## config.mk

```make
export PLATFORM = sky130hd
export DESIGN_NAME = mdio_master
export DESIGN_NICKNAME = d
export VERILOG_FILES = /design/src/rtl/mdio_pkg.sv /design/src/rtl/mdio_mdc_timer.sv /design/src/rtl/mdio_frame_engine.sv /design/src/rtl/mdio_master.sv
export SDC_FILE = /design/constraint.sdc
export NUM_CORES = 1
export LEC_CHECK = 0
export BUFFER_PORTS_ARGS = -buffer_cell sky130_fd_sc_hd__buf_2
export CAP_MARGIN = 25
export CELL_PAD_IN_SITES_DETAIL_PLACEMENT = 1
export CELL_PAD_IN_SITES_GLOBAL_PLACEMENT = 1
export CORE_MARGIN = 2
export CORE_UTILIZATION = 40
export CTS_BUF_LIST = sky130_fd_sc_hd__clkbuf_8
export CTS_CLUSTER_SIZE = 16
export DETAILED_ROUTE_END_ITERATION = 6
export PLACE_DENSITY = 0.78
export SLEW_MARGIN = 40
export SYNTH_ARGS = -nofsm -noshare
export SYNTH_HDL_FRONTEND = slang
export SYNTH_SLANG_ARGS = --single-unit
```

## constraint.sdc

```tcl
create_clock -name clk -period 4.8 [get_ports clk]
set_input_delay 0.96 -clock clk [delete_from_list [all_inputs] [get_ports clk]]
set_output_delay 0.96 -clock clk [all_outputs]
set_load 0.05 [all_outputs]
```

## src/rtl/mdio_pkg.sv

```systemverilog
package mdio_pkg;

  typedef enum logic [2:0] {
    FK_C22_RD,
    FK_C22_WR,
    FK_C45_ADR,
    FK_C45_RD,
    FK_C45_WR
  } frame_kind_e;

  typedef enum logic [3:0] {
    SG_IDLE,
    SG_PRE,
    SG_HDR,
    SG_TAW,
    SG_WDAT,
    SG_TAR,
    SG_RDAT,
    SG_FLUSH,
    SG_TAIL
  } seg_e;

  // start code (2 bits) followed by opcode (2 bits), first-sent bit at MSB
  function automatic logic [3:0] start_op(frame_kind_e k);
    case (k)
      FK_C22_RD:  return 4'b0110;
      FK_C22_WR:  return 4'b0101;
      FK_C45_ADR: return 4'b0000;
      FK_C45_RD:  return 4'b0011;
      default:    return 4'b0001;
    endcase
  endfunction

  function automatic logic [13:0] header_word(frame_kind_e k, logic [4:0] phy,
                                              logic [4:0] fld);
    return {start_op(k), phy, fld};
  endfunction

  function automatic logic is_read_kind(frame_kind_e k);
    return (k == FK_C22_RD) || (k == FK_C45_RD);
  endfunction

  function automatic logic ta_ignored(logic [31:0] mask, logic [4:0] phy);
    return mask[phy];
  endfunction

endpackage

```

## src/rtl/mdio_mdc_timer.sv

```systemverilog
module mdio_mdc_timer #(
  parameter int LOW_CYC     = 20,
  parameter int HIGH_CYC    = 20,
  parameter int HIGH_RD_CYC = 35
) (
  input  logic clk,
  input  logic rst_n,
  input  logic run,
  input  logic long_hi,
  output logic mdc,
  output logic bit_end
);
  localparam int MAXC0 = (LOW_CYC > HIGH_CYC) ? LOW_CYC : HIGH_CYC;
  localparam int MAXC  = (MAXC0 > HIGH_RD_CYC) ? MAXC0 : HIGH_RD_CYC;
  localparam int CW    = $clog2(MAXC + 1);
  localparam logic [CW-1:0] LAST_LO  = CW'(LOW_CYC - 1);
  localparam logic [CW-1:0] LAST_HI  = CW'(HIGH_CYC - 1);
  localparam logic [CW-1:0] LAST_HRD = CW'(HIGH_RD_CYC - 1);

  logic [CW-1:0] cnt;
  logic          hi_q;
  logic [CW-1:0] last_cnt;
  logic          at_last;

  assign last_cnt = hi_q ? (long_hi ? LAST_HRD : LAST_HI) : LAST_LO;
  assign at_last  = (cnt == last_cnt);
  assign bit_end  = run & hi_q & at_last;
  assign mdc      = hi_q;

  always_ff @(posedge clk) begin
    if (!rst_n || !run) begin
      cnt  <= '0;
      hi_q <= 1'b0;
    end else if (at_last) begin
      cnt  <= '0;
      hi_q <= ~hi_q;
    end else begin
      cnt <= cnt + 1'b1;
    end
  end

  // the clock is only ever high while the frame engine is running
  a_r8_high_only_running: assert property (@(posedge clk) disable iff (!rst_n)
    hi_q |-> run);

endmodule

```

## src/rtl/mdio_frame_engine.sv

```systemverilog
module mdio_frame_engine
  import mdio_pkg::*;
#(
  parameter int PRE_BITS   = 32,
  parameter int FLUSH_BITS = 32
) (
  input  logic        clk,
  input  logic        rst_n,
  input  logic        go,
  input  frame_kind_e go_kind,
  input  logic [4:0]  go_phy,
  input  logic [4:0]  go_fld,
  input  logic [15:0] go_payload,
  input  logic [31:0] ta_mask,
  input  logic        mdio_i,
  input  logic        bit_end,
  output logic        run,
  output logic        long_hi,
  output logic        mdio_o,
  output logic        mdio_oe,
  output logic        frame_end,
  output logic [15:0] rd_word,
  output logic        ta_err
);
  localparam int MAXB0 = (PRE_BITS > FLUSH_BITS) ? PRE_BITS : FLUSH_BITS;
  localparam int MAXB  = (MAXB0 > 16) ? MAXB0 : 16;
  localparam int LW    = $clog2(MAXB);

  seg_e        seg;
  logic [LW-1:0] left;
  logic [15:0] txsh;
  logic [15:0] rxsh;
  logic [15:0] pay_q;
  logic [4:0]  phy_q;
  frame_kind_e kind_q;
  logic        ta_err_q;
  logic        last;

  assign last      = (left == '0);
  assign run       = (seg != SG_IDLE);
  assign long_hi   = (seg == SG_TAR) || (seg == SG_RDAT) ||
                     (seg == SG_FLUSH) || (seg == SG_TAIL);
  assign frame_end = bit_end & ((seg == SG_TAIL) || ((seg == SG_FLUSH) && last));
  assign rd_word   = rxsh;
  assign ta_err    = ta_err_q;

  always_comb begin
    mdio_oe = 1'b0;
    mdio_o  = 1'b0;
    case (seg)
      SG_PRE:          begin mdio_oe = 1'b1; mdio_o = 1'b1;        end
      SG_HDR, SG_WDAT: begin mdio_oe = 1'b1; mdio_o = txsh[15];    end
      SG_TAW:          begin mdio_oe = 1'b1; mdio_o = (left != '0); end
      default: ;
    endcase
  end

  always_ff @(posedge clk) begin
    if (!rst_n) begin
      seg      <= SG_IDLE;
      left     <= '0;
      txsh     <= '0;
      rxsh     <= '0;
      pay_q    <= '0;
      phy_q    <= '0;
      kind_q   <= FK_C22_RD;
      ta_err_q <= 1'b0;
    end else if (go) begin
      seg      <= SG_PRE;
      left     <= LW'(PRE_BITS - 1);
      txsh     <= {header_word(go_kind, go_phy, go_fld), 2'b00};
      pay_q    <= go_payload;
      phy_q    <= go_phy;
      kind_q   <= go_kind;
      ta_err_q <= 1'b0;
    end else if (bit_end) begin
      case (seg)
        SG_PRE: begin
          if (last) begin seg <= SG_HDR; left <= LW'(13); end
          else left <= left - 1'b1;
        end
        SG_HDR: begin
          txsh <= txsh << 1;
          if (last) begin
            if (is_read_kind(kind_q)) begin
              seg  <= SG_TAR;
              left <= '0;
            end else begin
              seg  <= SG_TAW;
              left <= LW'(1);
              txsh <= pay_q;
            end
          end else left <= left - 1'b1;
        end
        SG_TAW: begin
          if (last) begin seg <= SG_WDAT; left <= LW'(15); end
          else left <= left - 1'b1;
        end
        SG_WDAT: begin
          txsh <= txsh << 1;
          if (last) begin seg <= SG_TAIL; left <= '0; end
          else left <= left - 1'b1;
        end
        SG_TAR: begin
          if (mdio_i && !ta_ignored(ta_mask, phy_q)) begin
            seg      <= SG_FLUSH;
            left     <= LW'(FLUSH_BITS - 1);
            ta_err_q <= 1'b1;
            rxsh     <= '1;
          end else begin
            seg  <= SG_RDAT;
            left <= LW'(15);
          end
        end
        SG_RDAT: begin
          rxsh <= {rxsh[14:0], mdio_i};
          if (last) begin seg <= SG_TAIL; left <= '0; end
          else left <= left - 1'b1;
        end
        SG_FLUSH: begin
          if (last) seg <= SG_IDLE;
          else left <= left - 1'b1;
        end
        default: seg <= SG_IDLE;
      endcase
    end
  end

  // a frame that ends with a turnaround error always carries all-ones data
  a_r7_flush_all_ones: assert property (@(posedge clk) disable iff (!rst_n)
    (frame_end && ta_err_q) |-> (rxsh == 16'hFFFF));

  // the line is released for every receive-timed bit
  a_r6_released_when_long: assert property (@(posedge clk) disable iff (!rst_n)
    long_hi |-> !mdio_oe);

endmodule

```

## src/rtl/mdio_master.sv

```systemverilog
module mdio_master
  import mdio_pkg::*;
#(
  parameter int LOW_CYC     = 20,
  parameter int HIGH_CYC    = 20,
  parameter int HIGH_RD_CYC = 35,
  parameter int PRE_BITS    = 32,
  parameter int FLUSH_BITS  = 32
) (
  input  logic        clk,
  input  logic        rst_n,
  input  logic        start,
  input  logic        rd_nwr,
  input  logic        c45,
  input  logic [4:0]  phy_addr,
  input  logic [20:0] reg_addr,
  input  logic [15:0] wr_data,
  input  logic [31:0] ta_ignore_mask,
  input  logic        mdio_i,
  output logic        busy,
  output logic        done,
  output logic [15:0] rd_data,
  output logic        ta_error,
  output logic        mdc,
  output logic        mdio_o,
  output logic        mdio_oe
);
  logic        busy_q, done_q, rd_q, c45_q, second_q, err_q;
  logic [4:0]  phy_q, dev_q;
  logic [15:0] wd_q, rdat_q;

  logic        accept, chain, finish, go;
  frame_kind_e go_kind;
  logic [4:0]  go_phy, go_fld;
  logic [15:0] go_payload;

  logic        run, long_hi, bit_end, frame_end, eng_err;
  logic [15:0] eng_word;

  assign accept = start & ~busy_q;
  assign chain  = frame_end & c45_q & ~second_q;
  assign finish = frame_end & ~chain;
  assign go     = accept | chain;

  always_comb begin
    if (accept) begin
      go_kind    = c45 ? FK_C45_ADR : (rd_nwr ? FK_C22_RD : FK_C22_WR);
      go_phy     = phy_addr;
      go_fld     = c45 ? reg_addr[20:16] : reg_addr[4:0];
      go_payload = c45 ? reg_addr[15:0] : wr_data;
    end else begin
      go_kind    = rd_q ? FK_C45_RD : FK_C45_WR;
      go_phy     = phy_q;
      go_fld     = dev_q;
      go_payload = wd_q;
    end
  end

  always_ff @(posedge clk) begin
    if (!rst_n) begin
      busy_q   <= 1'b0;
      done_q   <= 1'b0;
      rd_q     <= 1'b0;
      c45_q    <= 1'b0;
      second_q <= 1'b0;
      err_q    <= 1'b0;
      phy_q    <= '0;
      dev_q    <= '0;
      wd_q     <= '0;
      rdat_q   <= '0;
    end else begin
      done_q <= 1'b0;
      if (accept) begin
        busy_q   <= 1'b1;
        rd_q     <= rd_nwr;
        c45_q    <= c45;
        second_q <= 1'b0;
        phy_q    <= phy_addr;
        dev_q    <= reg_addr[20:16];
        wd_q     <= wr_data;
      end else if (chain) begin
        second_q <= 1'b1;
      end else if (finish) begin
        busy_q <= 1'b0;
        done_q <= 1'b1;
        rdat_q <= rd_q ? eng_word : 16'h0000;
        err_q  <= rd_q & eng_err;
      end
    end
  end

  mdio_mdc_timer #(
    .LOW_CYC    (LOW_CYC),
    .HIGH_CYC   (HIGH_CYC),
    .HIGH_RD_CYC(HIGH_RD_CYC)
  ) u_timer (
    .clk    (clk),
    .rst_n  (rst_n),
    .run    (run),
    .long_hi(long_hi),
    .mdc    (mdc),
    .bit_end(bit_end)
  );

  mdio_frame_engine #(
    .PRE_BITS  (PRE_BITS),
    .FLUSH_BITS(FLUSH_BITS)
  ) u_engine (
    .clk       (clk),
    .rst_n     (rst_n),
    .go        (go),
    .go_kind   (go_kind),
    .go_phy    (go_phy),
    .go_fld    (go_fld),
    .go_payload(go_payload),
    .ta_mask   (ta_ignore_mask),
    .mdio_i    (mdio_i),
    .bit_end   (bit_end),
    .run       (run),
    .long_hi   (long_hi),
    .mdio_o    (mdio_o),
    .mdio_oe   (mdio_oe),
    .frame_end (frame_end),
    .rd_word   (eng_word),
    .ta_err    (eng_err)
  );

  assign busy     = busy_q;
  assign done     = done_q;
  assign rd_data  = rdat_q;
  assign ta_error = err_q;

  // idle bus while no request is in progress
  a_r1_idle_bus: assert property (@(posedge clk) disable iff (!rst_n)
    !busy_q |-> (!mdc && !mdio_oe));

  // completion strobe lasts exactly one cycle
  a_r10_done_pulse: assert property (@(posedge clk) disable iff (!rst_n)
    done_q |=> !done_q);

  // latched request holds for the whole transaction
  a_r3_req_held: assert property (@(posedge clk) disable iff (!rst_n)
    (busy_q && $past(busy_q)) |-> ($stable(phy_q) && $stable(rd_q) && $stable(c45_q)
                                   && $stable(dev_q) && $stable(wd_q)));

  // line value and enable stay put while the clock is high
  a_r8_steady_while_high: assert property (@(posedge clk) disable iff (!rst_n)
    (mdc && $past(mdc)) |-> ($stable(mdio_o) && $stable(mdio_oe)));

endmodule

```

After elaboration in Yosys (flattened, before gate mapping)
Index checks and enable logic that the tools add are counted.

Flip-flop bits (word level): 121. Input bits: 80. Word-level logic and storage cells: 153. Output and inout port bits: 22.

Mux-type cells: 48. Bitwise gates (word level): 16. Equal/unequal tests: 26. Order comparisons: 1. Add/subtract/negate cells: 2. Reductions and logical operators: 38.

Operators with widths (count): $mux 16 (8); $pmux 16 s2 (2); $mux 5 (11); $pmux 5 s6 (1); $pmux 4 s6 (1); $mux 4 (5); $eq 4x3->1 const B (4); $mux 6 (2); $ne 2x1->1 const B (6); $ne 3x2->1 const B (4); $pmux 3 s4 (1); $reduce_and 6->1 (2); $mux 1 (11); $reduce_or 2->1 (5); $eq 3x2->1 const B (3); $mux 3 (3); $reduce_and 3->1 (3); $and 1x1->1 (8); $eq 4x2->1 const B (2); $reduce_bool 2->1 (4); $not 1->1 (7); $reduce_bool 7->1 (1); $add 6x1->6 const B (1); $eq 6x6->1 (1); 24 further kinds (35).

Logic depth before layout (Yosys ltp)
Gate-level depths: netlist of run 1.

Depth after elaboration: 16. Mapped depth: 10. Depth with buffers taken out: 8.

Modules after synthesis
Synthesis of run 1 repeated with hierarchy kept, for this count alone.

Cells, all modules: 687. Area, all modules: 5954.5 um^2.

Modules (own cells, without submodules): mdio_frame_engine (seq. area each 1321.3 um^2, cells each 393, area an instance 3415.8 um^2, times used 1); mdio_master (seq. area each 960.9 um^2, cells each 258, area an instance 2223.4 um^2, times used 1); mdio_mdc_timer (seq. area each 140.1 um^2, cells each 36, area an instance 315.3 um^2, times used 1).

Worst setup path after synthesis of run 1
OpenSTA, ideal clock, no wires.

Path kind: flip-flop to output port. From: register u_engine.left[0]. To: output mdio_o. Arrival: 1.751 ns. Cell stages (with the launch flop): 8. Data required time: 3.840 ns. Setup slack: 2.089 ns. Buffers on the path: 0. Cell sequence: dfxtp_1 -> inv_1 -> ha_1 -> nor4b_2 -> nor2_1 -> a31oi_1 -> a2bb2oi_1 -> nor2_1.

Cells in the longest elaborated chain, start to end: 2.

RTL lines: from (decl) (RTL line mdio_frame_engine.sv:30) `logic [LW-1:0] left;`; from (signal assigned) (RTL line mdio_frame_engine.sv:70) `left <= LW'(PRE_BITS - 1);`; from (signal assigned) (RTL line mdio_frame_engine.sv:80) `else left <= left - 1'b1;`; from (signal assigned) (RTL line mdio_frame_engine.sv:93) `end else left <= left - 1'b1;`; $reduce_bool 5->1 (RTL line mdio_frame_engine.sv:53) `SG_TAW: begin mdio_oe = 1'b1; mdio_o = (left != '0); end`; $pmux 1 s3 (RTL line mdio_frame_engine.sv:50) `case (seg)`; to (decl) (RTL line mdio_master.sv:25) `output logic mdio_o,`.

Every way passes these cells.

Final worst setup path of run 1
From: register u_engine.left[0]. To: register u_engine.txsh[14].

Cells in the longest elaborated chain, start to end: 9. Elaborated cells on any way between the ends: 14. Classes of those cells: mux (4); bitwise (4); reduce/logical (6).

RTL lines: $logic_not 5->1 (*) (RTL line mdio_frame_engine.sv:39) `assign last = (left == '0);`; $logic_and 1x1->1 (RTL line mdio_frame_engine.sv:43) `assign frame_end = bit_end & ((seg == SG_TAIL) || ((seg == SG_FLUSH) && last));`; $logic_or 1x1->1 (RTL line mdio_frame_engine.sv:43); $and 1x1->1 (RTL line mdio_frame_engine.sv:43); $and 1x1->1 (2 in a row) (RTL line mdio_master.sv:41) `assign chain = frame_end & c45_q & ~second_q;`; $or 1x1->1 (RTL line mdio_master.sv:43) `assign go = accept | chain;`; $reduce_bool 3->1 (no line) or $reduce_bool 2->1 (tied branches); $reduce_and 2->1 (no line); to (signal assigned) (RTL line mdio_frame_engine.sv:83) `txsh <= txsh << 1;`; to (signal assigned) (RTL line mdio_frame_engine.sv:91) `txsh <= pay_q;`; to (signal assigned) (RTL line mdio_frame_engine.sv:100) `txsh <= txsh << 1;`; to (decl) (RTL line mdio_frame_engine.sv:31) `logic [15:0] txsh;`.

Every way passes the cells marked *; elsewhere a longest branch is shown, timed or not. The select of a mux whose other input is x is not followed. A chain may end at the register's enable or synchronous reset.

==> summary.md, run 1 <==
| Metric | Value |
|---|---|
| Cts repair resizes | `0` |
| Port Buffer Count | `between 100 and 150` |
| Cell Area, Synth | `between 5000 and 6000 um^2` |
| Slew of the pin with the lowest slew margin | `0.755 ns` |
| R2r worst-path depth | `8` |
| Core ar. | `~15000 um^2` |
| Fin. max-slew vios | `0` |
| Final Skew | `0.0103 ns` |
| Cts bufs inserted | `17` |
| Routed len/inst | `17.5 um` |
| IO Pins | `between 100 and 150` |
| Max layer used | `met5` |
| Met2 Wirelength | `just over 8 mm` |
| H-tree level count | `4` |
| Fin. Hold Viols | `0` |
| Nets | `824` |
| Synthesis-stage register bit count | `~120` |
| Fin crit period | `~3.4 ns` |
| CTS Sinks | `121` |
| Worst EP required | `5.18 ns` |
| Number of synthesized flops with an enable pin | `0` |
| ANT nets after route | `0` |
| First-pass GRT wire length | `about 27 mm` |
| Hold path cells | `2` |
| Slew HR | `0.496` |
| Final worst-path cycle share | `0.706` |
| Root buffer cell | `clkbuf_8` |
| Ys async rst share | `0` |
| Layout fillers | `roughly 1800` |
| R2R Path End | `u_engine.txsh[14]` |
| Synth top area share | `0.408` |
| Max clock buf depth | `2` |
| Crit-path slowest cell | `or4b_1` |
| Status | `completed` |
| Cell row count | `44` |
| Library cells used by synthesis | `64` |
| Worst path max stage delay | `approximately 0.65 ns` |
| Detailed-route DRC error count | `0` |
| Final Routed Wirelength | `16.5 mm` |
| CP Max Fanout | `13` |
| Hold buffers post-CTS | `0` |
| Vias in the first global route | `approximately 5600` |
| Main synth FF type | `dfxtp_1` |
| CP cell instances | `inv_1, ha_1, or4b_1, o311a_1, o32ai_2, nand3_1, or4_1, a21oi_1` |
| Ys Warns | `0` |
| Post-CTS setup buffer count | `0` |
| Unrepaired setup endpoints after global routing | `false` |
| Initial DRC Count | `between 200 and 250` |
| Syn_area_per_cell | `between 8 and 9 um^2` |
| Pin count of the biggest net entering global routing | `between 50 and 60` |
| DR vias/cell | `around 5.6` |
| Crit path DAT | `3.76 ns` |
| Final setup vio count | `0` |
| CTS tree | `yes` |
| Initial Util | `0.408` |
| Antenna fix cells | `0` |
| Worst VDD drop | `around 0.22 mV` |
| Area growth from synthesis to final layout | `17.2%` |
| Final HPWL DP | `11.8 mm` |
| Crit path kind | `flip-flop to flip-flop` |
| Synth Net Count | `749` |
| WL met3 | `around 570 um` |
| CP Launch Type | `flip-flop` |
| Cells after Synth | `about 670` |
| WL met1 | `7.37 mm` |
| Clock Latency Late Sink | `0.45 ns` |
| Final setup TNS | `0 ns` |
| Hold Crit Class | `flip-flop to flip-flop` |
| Max_cap viols | `0` |
| Seq/Total Area, Yosys | `0.408` |
| Total GRT Usage | `0.213` |
| Worst r2r src | `u_engine.left[0]` |
| Die X | `about 130 um` |
| Leakage power | `between 2 and 3 nW` |
| GPL Wtd Cong | `around 0.82` |
| Synth top area cells | `dfxtp_1 (41%), nand2_1 (7.2%), mux2i_1 (6.8%)` |
| Crit path to | `u_engine.txsh[14]` |
| Total number of vias | `approximately 5200` |
| PwrDens | `roughly 330 nW/um^2` |
| Clk slew on worst S/H paths | `around 0.080 ns` |
| R2R Setup Slk | `1.41 ns` |
| CP endpoint kind | `flip-flop` |
| Antenna violations before repair | `1` |
| GRT overflow | `0` |
| Layout cell share with drive strength beyond 1 | `0.238` |
| Die area | `15800 um^2` |
| Die Y | `around 130 um` |
| Hold Crit Start | `u_engine.ta_err` |
| Yosys top cell by area | `dfxtp_1` |
| Crit path from | `u_engine.left[0]` |
| Total Power | `approximately 0.0023 W` |
| Drt first pass iters | `4` |
| FMAX | `295 MHz` |
per-stage QoR:
step	instance area [um^2]	hold slack, ns	cells	util	worst slack, ns
after detailed placement	6520	0.445	907	0.448	1.46
after global placement	6500	0.435	907	0.447	1.49
final	6950	0.451	939	0.478	1.41
after CTS	6940	0.454	939	0.478	1.41
after global routing	6950	0.482	939	0.478	1.13
after floorplan	5930	0.425	667	-	2.09
how the worst min path moves through the flow:
stage / endpoint / slack (ns)
detailed placement: u_engine.pay_q[3] / 0.45
global placement: u_engine.pay_q[15] / 0.44
global route: u_engine.pay_q[0] / 0.48
CTS: u_engine.pay_q[3] / 0.45
floorplan: u_engine.ta_err / 0.43
finish: u_engine.ta_err / 0.45
logic make-up after synthesis:
| family | count (synthesis) | synth area share |
|---|---|---|
| compound gates | 210 | 0.252 |
| simple gates | 201 | 0.157 |
| flops | 121 | 0.408 |
| buf+inv | 62 | 0.0447 |
| mux | 62 | 0.121 |
| xor+xnor | 9 | 0.0133 |
| fa+ha+maj | 2 | 0.00422 |
critical path: cells and delay by family, from the launching register on:
| family | cells | cell delay, ns |
|---|---|---|
| simple gates | 3 | 1.77 |
| compound gates | 3 | 0.88 |
| flops | 1 | 0.35 |
| fa+ha+maj | 1 | 0.24 |
| buf+inv | 1 | 0.08 |
power breakdown:
| group | total, W | switching [W] | internal [W] |
|---|---|---|---|
| sequential | 0.00107 | 0.0000295 | 0.00104 |
| clock | 0.000995 | 0.000423 | 0.000572 |
| combinational | 0.000261 | 0.000148 | 0.000114 |
routing by layer:
| layer | GRT usage | vias up |
|---|---|---|
| met1 | 0.255 | 2545 |
| met2 | 0.374 | 106 |
| met4 | 0.0692 | 2 |
| met5 | 0 | - |
| met3 | 0.0535 | 22 |
| li1 | - | 2572 |
area by class of cell:
cell class              instances  area, um^2  share of cell area
flip-flops and latches        121        2420               0.349
well taps                     184         230              0.0331
inverters                      10        37.5             0.00540
clock inverters                14         180              0.0259
repair buffers                108         558              0.0803
clock buffers                  18         248              0.0357
multi-input cells             484        3270               0.471
layout by cell type (no fill, tap or decap), types with 3 or more instances in the layout:
cell and instances:
dfxtp_1 121, nand2_1 113, buf_2 101, o21ai_0 44, mux2i_1 40, a21oi_1 38, a21boi_0 30, nor2_1 28
clkbuf_8 18, a22o_1 17, mux2_2 16, o221a_1 16, a21boi_1 16, nand3_1 12, inv_1 11, nor3_1 8
o211ai_1 7, a22oi_1 7, buf_4 7, nand2b_1 6, mux4_2 6, nor2b_1 5, o21a_1 5, xnor2_1 5
clkinv_2 5, a31oi_1 4, xor2_1 4, and3_1 4, bufinv_16 4, nor3b_1 3, clkinvlp_4 3
registers in the layout (all words and copies together) (netlist names), 6 cells and up:
| name | count |
|---|---|
| rd_data | 16 |
| u_engine.pay_q | 16 |
| u_engine.rd_word | 16 |
| u_engine.txsh | 16 |
| wd_q | 16 |
| u_timer.cnt | 6 |
Yosys cell counts, drive strengths merged, types with 10 or more instances:
| cell type | number |
|---|---|
| a21boi | 46 |
| a21oi | 39 |
| a22o | 17 |
| buf | 14 |
| clkbuf | 38 |
| dfxtp | 121 |
| inv | 10 |
| mux2 | 16 |
| mux2i | 40 |
| nand2 | 113 |
| nand3 | 12 |
| nor2 | 29 |
| o21ai | 47 |
| o221a | 18 |
No activity file was read; power rests on OpenSTA's default activity.
==> inputs of run 2 (changes only) <==
--- a/config.mk
+++ b/config.mk
@@ -14,7 +14,7 @@
 export CTS_BUF_LIST = sky130_fd_sc_hd__clkbuf_8
 export CTS_CLUSTER_SIZE = 16
 export DETAILED_ROUTE_END_ITERATION = 6
-export PLACE_DENSITY = 0.78
+export PLACE_DENSITY = 0.81
 export SLEW_MARGIN = 40
 export SYNTH_ARGS = -nofsm -noshare
 export SYNTH_HDL_FRONTEND = slang
==> constraint.sdc (replaced) <==
create_clock -name clk -period 2.8 [get_ports clk]
set_input_delay 0.56 -clock clk [delete_from_list [all_inputs] [get_ports clk]]
set_output_delay 0.56 -clock clk [all_outputs]
set_load 0.05 [all_outputs]
==> run 2 against run 1 <==
Critical path depth unchanged. Hold slack got worse by 0.083 ns. Combinational power increased by 80%. Sequential cell count unchanged. Utilization increased by 1.3 points. Via count increased by 2.1%. Register-to-register slack got worse by 1.3 ns. Cell count increased by 2.9%. Clock skew increased by 0.0027 ns. Fmax increased by 26%. Critical endpoint unchanged.
==> summary.md, run 2 (same netlist as run 1, synthesis figures left out) <==
| Metric | Value |
|---|---|
| Final setup vio count | `0 (unchanged)` |
| Unrepaired setup endpoints after global routing | `false` |
| Final Routed Wirelength | `16.2 mm (-1.4%)` |
| CP Launch Type | `flip-flop` |
| Leakage power | `2.89 nW (+4.1%)` |
| DR vias/cell | `5.55 (-0.72%)` |
| Worst r2r src | `u_engine.left[0]` |
| WP buf/inv | `1 (unchanged)` |
| GRT overflow | `0 (unchanged)` |
| Die X | `126 um (unchanged)` |
| Layout cell share with drive strength beyond 1 | `0.267 (+0.0289)` |
| Nets | `852 (+3.4%)` |
| Fin. Hold Viols | `0 (unchanged)` |
| Dpl cell area | `6700 um^2 (+2.9%)` |
| Cts bufs inserted | `17 (unchanged)` |
| Hold Crit Start | `start` |
| R2r worst-path depth | `8 (unchanged)` |
| Initial Util | `0.408 (unchanged)` |
| Die area | `15800 um^2 (unchanged)` |
| Leading cell type in the layout, fill and taps excluded | `dfxtp_1` |
| R2R Setup Slk | `0.11 ns (-1.30 ns)` |
| CP Max Fanout | `4 (-9)` |
| ANT nets after route | `0 (unchanged)` |
| Initial DRC Count | `274 (+35%)` |
| Clk slew on worst S/H paths | `0.07 ns (about the same)` |
| Max clock buf depth | `2 (unchanged)` |
| Antenna violations before repair | `1 (unchanged)` |
| Port Buffer Count | `101 (unchanged)` |
| CTS tree | `yes` |
| Pin count of the biggest net entering global routing | `49 (-17%)` |
| Worst hold path endpoint | `busy` |
| Dpl cells | `933 (+2.9%)` |
| Final HPWL DP | `11.9 mm (+1.3%)` |
| Final Skew | `0.0129 ns (+0.00269 ns)` |
| Vias in the first global route | `5602 (+0.76%)` |
| Area growth from synthesis to final layout | `20.3%` |
| GPL Wtd Cong | `0.877 (+7.5%)` |
| Slew HR | `0.549 (+0.0533)` |
| Cell row count | `44 (unchanged)` |
| Fin Hold WS | `0.369 ns (-0.0825 ns)` |
| CTS Sinks | `121 (unchanged)` |
| FMAX | `372 MHz (+26%)` |
| Die Y | `126 um (unchanged)` |
| Routed len/inst | `16.8 um (-4.1%)` |
| CP cell instances | `inv_1, ha_2, or4b_4, o311a_1, o32ai_2, nand3_1, or4_1, a21oi_1` |
| Drt first pass iters | `5 (+1)` |
| Most frequent cells in the layout | `dfxtp_1 (121), nand2_1 (113), buf_2 (100), o21ai_0 (44), mux2i_1 (40)` |
| Crit path kind | `flip-flop to flip-flop` |
| Crit path DAT | `3.05 ns (-0.71 ns)` |
| Total GRT Usage | `0.208 (-0.00544)` |
| Detailed-route DRC error count | `0 (unchanged)` |
| Crit-path slowest cell | `or4_1` |
| Worst VDD drop | `0.336 mV (+50%)` |
| Total number of vias | `5359 (+2.1%)` |
| Design area | `7130 um^2 (+2.6%)` |
| Top delay family on crit path | `simple AND/OR/NAND/NOR gates` |
| Core ar. | `14500 um^2 (unchanged)` |
| Clock Latency Late Sink | `0.44 ns (about the same)` |
| CP endpoint kind | `flip-flop` |
| PwrDens | `535 nW/um^2 (+60%)` |
| Final worst-path cycle share | `0.960 (+0.255)` |
| Antenna fix cells | `0 (unchanged)` |
| Status | `completed` |
| H-tree level count | `4 (unchanged)` |
| Slew of the pin with the lowest slew margin | `0.676 ns (-0.0789 ns)` |
| Worst path max stage delay | `0.50 ns (-0.15 ns)` |
| Fin crit period | `2.69 ns (-0.698 ns)` |
| Max_cap viols | `0 (unchanged)` |
| Hold path cells | `2 (unchanged)` |
| IO Pins | `102 (unchanged)` |
| Worst EP required | `3.17 ns (-2.01 ns)` |
| Root buffer cell | `clkbuf_8` |
| R2R Path End | `u_engine.txsh[14]` |
| Fin. max-slew vios | `0 (unchanged)` |
| Hold Crit Class | `primary input to flip-flop` |
| Finished Layout Cells | `966 (+2.9%)` |
| First-pass GRT wire length | `26.9 mm (-1.9%)` |
-- run 2: layout make-up --
| type | count | area [um^2] |
|---|---|---|
| clock buffers | 23 | 317 |
| clock inverters | 8 | 68.8 |
| fillers | 1753 | 7400 |
| inverters | 10 | 37.5 |
| multi-input cells | 484 | 3270 |
| flip-flops and latches | 121 | 2420 |
| well taps | 184 | 230 |
| repair buffers | 136 | 787 |
-- run 2: per-layer routing --
metal	GRT usage	wire, um	vias up
met2	0.363	7940	115
met3	0.0518	642	28
met4	0.0756	352	0
li1	-	-	2621
met1	0.247	7300	2595
met5	0	0	-
-- run 2: metrics by stage --
stage / utilization / setup TNS, ns / power, W / setup WS (ns)
after floorplan: - / 0 / 0.00216 / 0.208
final: 0.491 / 0 / 0.00381 / 0.112
after global placement: 0.461 / 0 / 0.00230 / 0.0108
after detailed placement: 0.461 / -0.285 / 0.00233 / -0.0300
after global routing: 0.491 / 0 / 0.00399 / 0.000121
after CTS: 0.488 / 0 / 0.00384 / 0.0184
-- run 2: timing repair --
action	in CTS	in global routing
resized for setup	3	5
pin swaps	0	1
hold buffers	0	0
setup endpoints to repair	20	13
buffers inserted	0	2
-- run 2: how the worst max path moves through the flow --
stage | end | from | cells after the start | slack, ns
after floorplan | u_engine.txsh[14] | u_engine.left[0] | 9 | 0.21
after global placement | rd_data[11] | u_engine.left[0] | 8 | 0.01
after detailed placement | rd_data[1] | u_engine.left[0] | 8 | -0.03
after CTS | mdio_o | u_engine.left[0] | 9 | 0.02
after global routing | u_engine.rd_word[13] | u_engine.phy_q[0] | 6 | 0.0001
final | u_engine.txsh[14] | u_engine.left[0] | 8 | 0.11
-- run 2: where the power goes --
part	internal (W)	switching, W	leakage [nW]	total [W]
clock	0.000829	0.000684	0.201	0.00151
combinational	0.000216	0.000255	1.70	0.000471
sequential	0.00178	0.0000450	0.986	0.00183
==> inputs of run 3 (changes only) <==
--- a/config.mk
+++ b/config.mk
@@ -7,14 +7,13 @@
 export LEC_CHECK = 0
 export BUFFER_PORTS_ARGS = -buffer_cell sky130_fd_sc_hd__buf_2
 export CAP_MARGIN = 25
-export CELL_PAD_IN_SITES_DETAIL_PLACEMENT = 1
-export CELL_PAD_IN_SITES_GLOBAL_PLACEMENT = 1
 export CORE_MARGIN = 2
 export CORE_UTILIZATION = 40
 export CTS_BUF_LIST = sky130_fd_sc_hd__clkbuf_8
 export CTS_CLUSTER_SIZE = 16
 export DETAILED_ROUTE_END_ITERATION = 6
-export PLACE_DENSITY = 0.81
+export PLACE_DENSITY = 0.64
+export SETUP_SLACK_MARGIN = 0.1
 export SLEW_MARGIN = 40
 export SYNTH_ARGS = -nofsm -noshare
 export SYNTH_HDL_FRONTEND = slang
==> run 3 against run 2 <==
Utilization is 0.33 points higher. Sequential cell count stayed put. Hold slack better by 0.0049 ns. Cell area is 0.67% higher. Wire length is 9.0% lower. Sequential share of layout area is 0.22 points lower. Power is 2.7% higher. Sequential power hardly changed. Critical path type unchanged. Largest power group unchanged.
==> summary.md, run 3 (same netlist as run 1, synthesis figures left out) <==
| Metric | Value |
|---|---|
| Clk slew on worst S/H paths | `0.07 ns (about the same)` |
| Hold Crit Class | `primary input to flip-flop` |
| PwrDens | `545 nW/um^2 (+2.0%)` |
| Seq pwr share | `0.467 (-0.013)` |
| Layout cell share with drive strength beyond 1 | `0.261 (-0.00600)` |
| Most frequent cells in the layout | `dfxtp_1 (121), nand2_1 (113), buf_2 (100), o21ai_0 (44), mux2i_1 (40)` |
| Worst r2r src | `u_engine.left[0]` |
| Core Util, Final | `0.494 (+0.00327)` |
| Crit-path slowest cell | `or4_1` |
| Hold Crit Start | `start` |
| IO Pins | `102 (unchanged)` |
| CTS Sinks | `121 (unchanged)` |
| Combinational share of power | `0.117 (-0.007)` |
| Unrepaired setup endpoints after global routing | `false` |
| Port Buffer Count | `101 (unchanged)` |
| Die area | `15800 um^2 (unchanged)` |
| Worst path max stage delay | `0.50 ns (about the same)` |
| CP endpoint kind | `flip-flop` |
| Nets | `847 (-0.59%)` |
| Initial Util | `0.408 (unchanged)` |
| Initial DRC Count | `302 (+10%)` |
| Leakage power | `2.91 nW (+0.58%)` |
| Hold buffers post-CTS | `0 (unchanged)` |
| Pin count of the biggest net entering global routing | `66 (+35%)` |
| Total number of vias | `5232 (-2.4%)` |
| Die X | `126 um (unchanged)` |
| Final Skew | `0.0108 ns (-0.00211 ns)` |
| Cts bufs inserted | `17 (unchanged)` |
| CP Max Fanout | `4 (unchanged)` |
| Slew of the pin with the lowest slew margin | `0.681 ns (+0.00546 ns)` |
| Pre-CTS setup slack | `0.132 ns (+0.162 ns)` |
| R2R Setup Slk | `0.23 ns (+0.12 ns)` |
| H-tree level count | `4 (unchanged)` |
| Drt first pass iters | `4 (-1)` |
| Final setup vio count | `0 (unchanged)` |
| Cell row count | `44 (unchanged)` |
| Multi-input gate area | `3290 um^2 (+0.54%)` |
| R2R Path End | `u_engine.txsh[14]` |
| Root buffer cell | `clkbuf_8` |
| Antenna violations before repair | `0 (-1)` |
| FF+latch area | `2420 um^2 (unchanged)` |
| Crit path kind | `flip-flop to flip-flop` |
| DR vias/cell | `5.44 (-1.9%)` |
| ANT nets after route | `0 (unchanged)` |
| R2r worst-path depth | `8 (unchanged)` |
| Setup ws final | `0.232 ns (+0.120 ns)` |
| CP cell instances | `inv_2, ha_4, or4b_4, o311a_1, o32ai_2, nand3_1, or4_1, a21oi_1` |
| Power share of the clock group | `0.415 (+0.018)` |
| Leading cell type in the layout, fill and taps excluded | `dfxtp_1` |
| Fin. Hold Viols | `0 (unchanged)` |
| Total GRT Usage | `0.191 (-0.0162)` |
| Fin crit period | `2.57 ns (-0.120 ns)` |
| CP Launch Type | `flip-flop` |
| Fin. max-slew vios | `0 (unchanged)` |
| Detailed-route DRC error count | `0 (unchanged)` |
| Layout fillers | `1410 (-20%)` |
| Dpl cell area | `6700 um^2 (about the same)` |
| Final setup TNS | `0 ns (unchanged)` |
| Clock Latency Late Sink | `0.43 ns (about the same)` |
| Antenna fix cells | `0 (unchanged)` |
| Worst VDD drop | `0.369 mV (+9.8%)` |
| Final Routed Wirelength | `14.8 mm (-9.0%)` |
| Core ar. | `14500 um^2 (unchanged)` |
| GRT overflow | `0 (unchanged)` |
| Sw frac | `0.244 (-0.0137)` |
| Crit path DAT | `2.94 ns (-0.11 ns)` |
| Final worst-path cycle share | `0.917 (-0.0429)` |
| Status | `completed` |
| NetSw | `0.000956 W (-2.8%)` |
| Pint | `0.00296 W (+4.5%)` |
| GPL Wtd Cong | `0.868 (-1.0%)` |
| CTS tree | `yes` |
| Design area | `7180 um^2 (+0.67%)` |
| Vias in the first global route | `5087 (-9.2%)` |
| Worst hold path endpoint | `busy` |
| Final HPWL DP | `10.6 mm (-11%)` |
| First-pass GRT wire length | `24.7 mm (-8.1%)` |
| Routed len/inst | `15.4 um (-8.5%)` |
| Max clock buf depth | `2 (unchanged)` |
| Worst EP required | `3.17 ns (about the same)` |
| FMAX | `389 MHz (+4.7%)` |
| Die Y | `126 um (unchanged)` |
| Max_cap viols | `0 (unchanged)` |
| Hold path cells | `2 (unchanged)` |
| Slew HR | `0.546 (-0.00364)` |
| Area growth from synthesis to final layout | `21.1%` |
[run 3: per-stage QoR]
step	hold slack (ns)	cells	power, W
finish	0.374	961	0.00391
global route	0.358	961	0.00411
CTS	0.352	960	0.00395
detailed placement	0.446	929	0.00232
global placement	0.438	929	0.00230
floorplan	0.425	667	0.00216
[run 3: worst max path at each step]
stage / cells past startpoint / to / startpoint
2_1_floorplan: 9 / u_engine.txsh[14] / u_engine.left[0]
3_3_place_gp: 8 / u_engine.txsh[14] / u_engine.left[0]
3_5_place_dp: 8 / u_engine.txsh[14] / u_engine.left[0]
4_1_cts: 8 / u_engine.txsh[14] / u_engine.left[0]
5_1_grt: 7 / u_engine.seg[1] / u_engine.seg[2]
6_report: 8 / u_engine.txsh[14] / u_engine.left[0]
[run 3: area by class of cell]
| cell class | count | area share |
|---|---|---|
| multi-input cells | 484 | 0.458 |
| flip-flops and latches | 121 | 0.337 |
| repair buffers | 131 | 0.110 |
| clock buffers | 21 | 0.0403 |
| well taps | 184 | 0.0321 |
| clock inverters | 10 | 0.0176 |
| inverters | 10 | 0.00523 |
[run 3: what timing repair did]
item / CTS / global route
hold endpoints to repair: 0 / 0
setup buffers: 0 / 1
pin swaps: 0 / 1
gates resized for setup: 1 / 10
gates cloned: 0 / 0
setup endpoints to repair: 1 / 65
[run 3: power by group through the flow]
stage / clock network (W) / logic, W / registers (W)
final: 0.00162 / 0.000460 / 0.00183
after global routing: 0.00176 / 0.000514 / 0.00184
after floorplan: 0 / 0.000308 / 0.00185
after global placement: 0 / 0.000440 / 0.00186
after detailed placement: 0 / 0.000451 / 0.00187
after CTS: 0.00166 / 0.000455 / 0.00183
[run 3: metal layers]
layer  global-route usage  wire length [um]  vias to the layer above
met2                0.314              7130                      130
met3               0.0501               708                       23
li1                     -                 -                     2611
met4               0.0750               253                        0
met1                0.241              6680                     2468
met5                    0                 0                        -
[run 3: worst max-delay path: cells and delay by family, from the launching register on]
| family | cells | cell delay, ns |
|---|---|---|
| and+or+nand+nor | 3 | 1.11 |
| DFF | 1 | 0.34 |
| AOI/OAI and AO/OA | 3 | 0.81 |
| buffers and inverters | 1 | 0.09 |
| adders and majority gates | 1 | 0.15 |
